**config.mk**
```make
export PLATFORM = sky130hd
export DESIGN_NAME = snoop_csr_top
export DESIGN_NICKNAME = d
export VERILOG_FILES = /design/src/rtl/snoop_csr_pkg.sv /design/src/rtl/snoop_csr_decode.sv /design/src/rtl/snoop_csr_store.sv /design/src/rtl/snoop_csr_resp.sv /design/src/rtl/snoop_csr_top.sv
export SDC_FILE = /design/constraint.sdc
export NUM_CORES = 1
export LEC_CHECK = 0
export BUFFER_PORTS_ARGS = -buffer_cell sky130_fd_sc_hd__buf_2
export CORE_ASPECT_RATIO = 0.8
export CORE_UTILIZATION = 54
export CTS_CLUSTER_DIAMETER = 30
export DETAILED_ROUTE_END_ITERATION = 12
export PLACE_DENSITY_LB_ADDON = 0.3
export SLEW_MARGIN = 0
export SYNTH_ARGS = -nofsm -noshare
export SYNTH_HDL_FRONTEND = slang
export SYNTH_SLANG_ARGS = --single-unit
```
**constraint.sdc**
```tcl
create_clock -name clk -period 3.5 [get_ports clk]
set_input_delay 0.175 -clock clk [delete_from_list [all_inputs] [get_ports clk]]
set_output_delay 0.175 -clock clk [all_outputs]
set_load 0.03 [all_outputs]
```
**src/rtl/snoop_csr_pkg.sv**
```systemverilog
package snoop_csr_pkg;

  localparam int MAX_CORES = 4;

  // word indices (byte offset / 4) whose meaning software relies on
  localparam int IDX_ENA    = 0;
  localparam int IDX_CFG    = 1;
  localparam int IDX_PWR    = 2;
  localparam int IDX_INVAL  = 3;
  localparam int IDX_FLT_LO = 16;
  localparam int IDX_FLT_HI = 17;

  typedef enum logic [2:0] {
    SEL_ENA,
    SEL_CFG,
    SEL_PWR,
    SEL_RAZ,
    SEL_UNSUP
  } csr_sel_e;

  function automatic logic [31:0] cfg_word(input int n);
    logic [31:0] mask;
    mask = (32'd1 << n) - 32'd1;
    return (mask << 4) | 32'(n - 1);
  endfunction

endpackage

```
**src/rtl/snoop_csr_decode.sv**
```systemverilog
module snoop_csr_decode
  import snoop_csr_pkg::*;
#(
  parameter int IDX_W = 6
) (
  input  logic [IDX_W-1:0] word_idx,
  output csr_sel_e         sel
);

  always_comb begin
    case (word_idx)
      IDX_W'(IDX_ENA):    sel = SEL_ENA;
      IDX_W'(IDX_CFG):    sel = SEL_CFG;
      IDX_W'(IDX_PWR):    sel = SEL_PWR;
      IDX_W'(IDX_INVAL),
      IDX_W'(IDX_FLT_LO),
      IDX_W'(IDX_FLT_HI): sel = SEL_RAZ;
      default:            sel = SEL_UNSUP;
    endcase
  end

endmodule

```
**src/rtl/snoop_csr_store.sv**
```systemverilog
module snoop_csr_store
  import snoop_csr_pkg::*;
#(
  parameter int DATA_W = 32,
  localparam int BE_W  = DATA_W / 8
) (
  input  logic              clk,
  input  logic              rst,
  input  logic              wr_en,
  input  csr_sel_e          sel,
  input  logic [DATA_W-1:0] wdata,
  input  logic [BE_W-1:0]   be,
  output logic              ena_q,
  output logic [DATA_W-1:0] pwr_q
);

  logic wr_ena;
  logic wr_pwr;

  assign wr_ena = wr_en && (sel == SEL_ENA) && be[0];
  assign wr_pwr = wr_en && (sel == SEL_PWR);

  always_ff @(posedge clk) begin
    if (rst)         ena_q <= 1'b0;
    else if (wr_ena) ena_q <= wdata[0];
  end

  for (genvar i = 0; i < BE_W; i++) begin : g_pwr_lane
    always_ff @(posedge clk) begin
      if (rst)
        pwr_q[8*i +: 8] <= 8'h00;
      else if (wr_pwr && be[i])
        pwr_q[8*i +: 8] <= wdata[8*i +: 8];
    end
  end

endmodule

```
**src/rtl/snoop_csr_resp.sv**
```systemverilog
module snoop_csr_resp
  import snoop_csr_pkg::*;
#(
  parameter int DATA_W    = 32,
  parameter int NUM_CORES = 1
) (
  input  logic              clk,
  input  logic              rst,
  input  logic              valid,
  input  logic              write,
  input  csr_sel_e          sel,
  input  logic              ena_q,
  input  logic [DATA_W-1:0] pwr_q,
  output logic              ready,
  output logic [DATA_W-1:0] rdata,
  output logic              unsup
);

  localparam logic [DATA_W-1:0] CFG_VAL = DATA_W'(cfg_word(NUM_CORES));

  logic [DATA_W-1:0] mux_d;

  always_comb begin
    case (sel)
      SEL_ENA: mux_d = {{(DATA_W-1){1'b0}}, ena_q};
      SEL_CFG: mux_d = CFG_VAL;
      SEL_PWR: mux_d = pwr_q;
      default: mux_d = '0;
    endcase
  end

  always_ff @(posedge clk) begin
    if (rst) begin
      ready <= 1'b0;
      unsup <= 1'b0;
      rdata <= '0;
    end else begin
      ready <= valid;
      unsup <= valid && (sel == SEL_UNSUP);
      rdata <= (valid && !write) ? mux_d : '0;
    end
  end

endmodule

```
**src/rtl/snoop_csr_top.sv**
```systemverilog
module snoop_csr_top
  import snoop_csr_pkg::*;
#(
  parameter int NUM_CORES = 4,
  parameter int ADDR_W    = 8,
  parameter int DATA_W    = 32,
  localparam int BE_W     = DATA_W / 8,
  localparam int IDX_W    = ADDR_W - 2
) (
  input  logic              clk,
  input  logic              rst,
  input  logic              req_valid,
  input  logic              req_write,
  input  logic [ADDR_W-1:0] req_addr,
  input  logic [DATA_W-1:0] req_wdata,
  input  logic [BE_W-1:0]   req_be,
  output logic              rsp_ready,
  output logic [DATA_W-1:0] rsp_rdata,
  output logic              rsp_unsup
);

  // reject an illegal core count at elaboration
  if (NUM_CORES < 1 || NUM_CORES > MAX_CORES) begin : g_bad_cores
    $error("snoop_csr_top: NUM_CORES must be 1..%0d", MAX_CORES);
  end

  csr_sel_e          sel;
  logic              ena_q;
  logic [DATA_W-1:0] pwr_q;
  logic              unused_lsb;

  assign unused_lsb = ^req_addr[1:0];

  snoop_csr_decode #(.IDX_W(IDX_W)) decode_i (
    .word_idx (req_addr[ADDR_W-1:2]),
    .sel      (sel)
  );

  snoop_csr_store #(.DATA_W(DATA_W)) store_i (
    .clk   (clk),
    .rst   (rst),
    .wr_en (req_valid && req_write),
    .sel   (sel),
    .wdata (req_wdata),
    .be    (req_be),
    .ena_q (ena_q),
    .pwr_q (pwr_q)
  );

  snoop_csr_resp #(.DATA_W(DATA_W), .NUM_CORES(NUM_CORES)) resp_i (
    .clk   (clk),
    .rst   (rst),
    .valid (req_valid),
    .write (req_write),
    .sel   (sel),
    .ena_q (ena_q),
    .pwr_q (pwr_q),
    .ready (rsp_ready),
    .rdata (rsp_rdata),
    .unsup (rsp_unsup)
  );

endmodule

```
==> out/qor.txt <==
num rows: 21
Least-Margin Pin Slew: 794 ps
f_max: 0.704 GHz
WL final: 4430 um
Die Span X: 78.8 um
Synth Area in XOR/XNOR: 0%
TritonCTS Buffers: 9
RSZ-0062 raised after global routing: no
max-cap violation count: 0
crit path DAT: 1680 ps
post-cts sizing count: 0
Synth top area share: 52.7%
dpl hpwl: 2990 um
vias per cell: 4.70
Netlist cell types: 19
worst-skew pair later-pin latency: 340 ps
Startpoint Class: input port
Post-CTS Setup Inserts: 0
Post-CTS Hold Fix Bufs: 0
CTS Sinks: 67
number of H-tree levels: 3
worst reg-to-reg setup slack: 2840 ps
critical path peak fanout: 8
Cell Pwr Density: 491 nW/um^2
total die area: 5000 um^2
Root Driver: clkbuf_8
GRT Total Usage: 19.7%
YS warnings: 0
area fraction in compound gates after synthesis: 1.67%
post-synth top area cell: dfxtp_1
Simple-Gate Fraction of Synth Area: 29.4%
number of global-route vias before repair: 1676
port bufs: 79
Setup WS post-layout: 2080 ps
pin count of the biggest net entering global routing: 67
top post-synthesis cells by count: dfxtp_1 (67), nand2b_1 (67), mux2i_1 (33), and2_1 (26), clkbuf_1 (8)
DRT iter0 DRCs: 59
initial core utilization: 58.4%
M1 WL: 1930 um
min-delay src: req_wdata[16]
CTS Buffer Depth: 2
fin. max-slew vios: 0
Core ar.: 4360 um^2
DRT Pass-1 Iters: 4
Synth Instances: 236
top_reg_cell synth: dfxtp_1
final hold violations: 0
Synth area leaders: dfxtp_1 (53%), nand2b_1 (16%), mux2i_1 (13%)
largest family of logic cells by synthesized area: simple AND/OR/NAND/NOR gates
cell area after synthesis: 2550 um^2
EDFF count, synth: 0
Worst R2R Start: store_i.ena_q$_SDFFE_PP0P_
mux contribution to synthesized area: 13.0%
post-route DRC violation count: 0
Top-Level Pins: 82
Vias: 1776
worst min path class: in -> reg
CTS tree: yes
fin crit period: 1420 ps
first-pass GRT wire length: 7270 um
nature of the critical path endpoint: flop
CP Class: in -> reg
status: complete, no violations
met3 routed WL: 251 um
diode count: 0
share of layout cells above drive strength 1: 31.8%
slew margin rel.: 47.1%
post-synthesis sequential area ratio: 52.7%
fin util: 73.2%
P_leak: 0.00138 uW
initial antenna violation count: 0
Syn Nets: 284
Final setup viols: 0
post-synthesis adder-cell area fraction: 0%
Async SR Flop Fraction: 0%
Setup TNS Final: 0 ps
RD Place Congestion: 0.731
synthesized flop and latch total: 67
gr ovfl total: 0
Top Layer Used: met4
Mean Syn Cell Area: 10.8 um^2
Final period util: 40.6%
antenna viol nets, final: 0
Peak VDD IR: 0.346 mV
fillers: 345
Syn-to-layout area delta: 25.4%
Worst Setup SP: req_addr[6]
clock slew at reported path FFs: 80 ps
CP required: 3760 ps
pre-CTS WS: 1710 ps
Die Y: 63.4 um
clk_skew: 6.46 ps
routed length on met2: 2140 um
WL/cell: 11.7 um
Final #Nets: 364
## area by class of cell
cell class / count / area (um^2) / share of cell area, %
clock inverter: 5 / 83.8 / 2.63
multi-input combinational: 153 / 1120 / 35.2
sequential: 67 / 1340 / 42.0
inverter: 5 / 18.8 / 0.588
clock buffer: 11 / 151 / 4.74
timing repair buffer: 80 / 403 / 12.6
tap: 57 / 71.3 / 2.23
## stage by stage
| stage | power, uW | instances | hold WS, ps | area [um^2] |
|---|---|---|---|---|
| finish | 1570 | 378 | 85.3 | 3190 |
| global route | 1630 | 378 | 78.4 | 3190 |
| CTS | 1590 | 378 | 70.3 | 3190 |
| detailed placement | 856 | 362 | 440 | 2960 |
| global placement | 855 | 362 | 436 | 2960 |
| floorplan | 822 | 236 | 315 | 2550 |
## flip-flops by register name, summed over array words and instances, names as in the netlist
| register | flops |
|---|---|
| store_i.pwr_q | 32 |
| resp_i.ready | 1 |
| resp_i.rdata | 32 |
| store_i.ena_q | 1 |
| resp_i.unsup | 1 |
## per-layer routing
layer / track usage [%] / up-vias
li1: - / 915
met1: 20.8 / 797
met2: 33.3 / 53
met3: 7.68 / 11
met4: 10.9 / 0
met5: 0 / -
## cell usage in the layout (no fill, tap or decap), drive strengths merged
cell / instances
clkinvlp: 2
nand2: 7
buf: 80
nor3: 5
nand4: 1
or4: 1
and2: 26
clkbuf: 11
nand2b: 67
nor2b: 1
or3: 1
a21oi: 7
dfxtp: 67
nand4b: 1
bufinv: 2
o21bai: 1
inv: 6
mux2i: 33
nor4b: 2
## worst max-delay path, cell delays in order
cell	delay (ps)
buf_2	110
or4_4	640
nor3_4	500
mux2i_1	250
## path summary, 6_finish.rpt
path,to,cells after the start
max reg2reg,resp_i.rdata[0]$_SDFF_PP0_,2
min,store_i.pwr_q[16]$_SDFFE_PP0P_,3
min reg2reg,resp_i.rdata[21]$_SDFF_PP0_,1
max,store_i.pwr_q[27]$_SDFFE_PP0P_,4
## where the power goes
group          leakage [uW]  internal [uW]  switching [uW]
logic              0.000730           38.3            35.2
clock network      0.000112            442             287
registers          0.000540            764           0.571
total               0.00138           1240             323
## kinds of logic (layout without fill, tap and decap cells)
| kind of cell | Yosys count | after routing |
|---|---|---|
| and+or+nand+nor | 112 | 112 |
| buffers and inverters | 16 | 101 |
| DFF | 67 | 67 |
| muxes | 33 | 33 |
| AOI/OAI and AO/OA | 8 | 8 |
(Power assumes the default switching activity.)
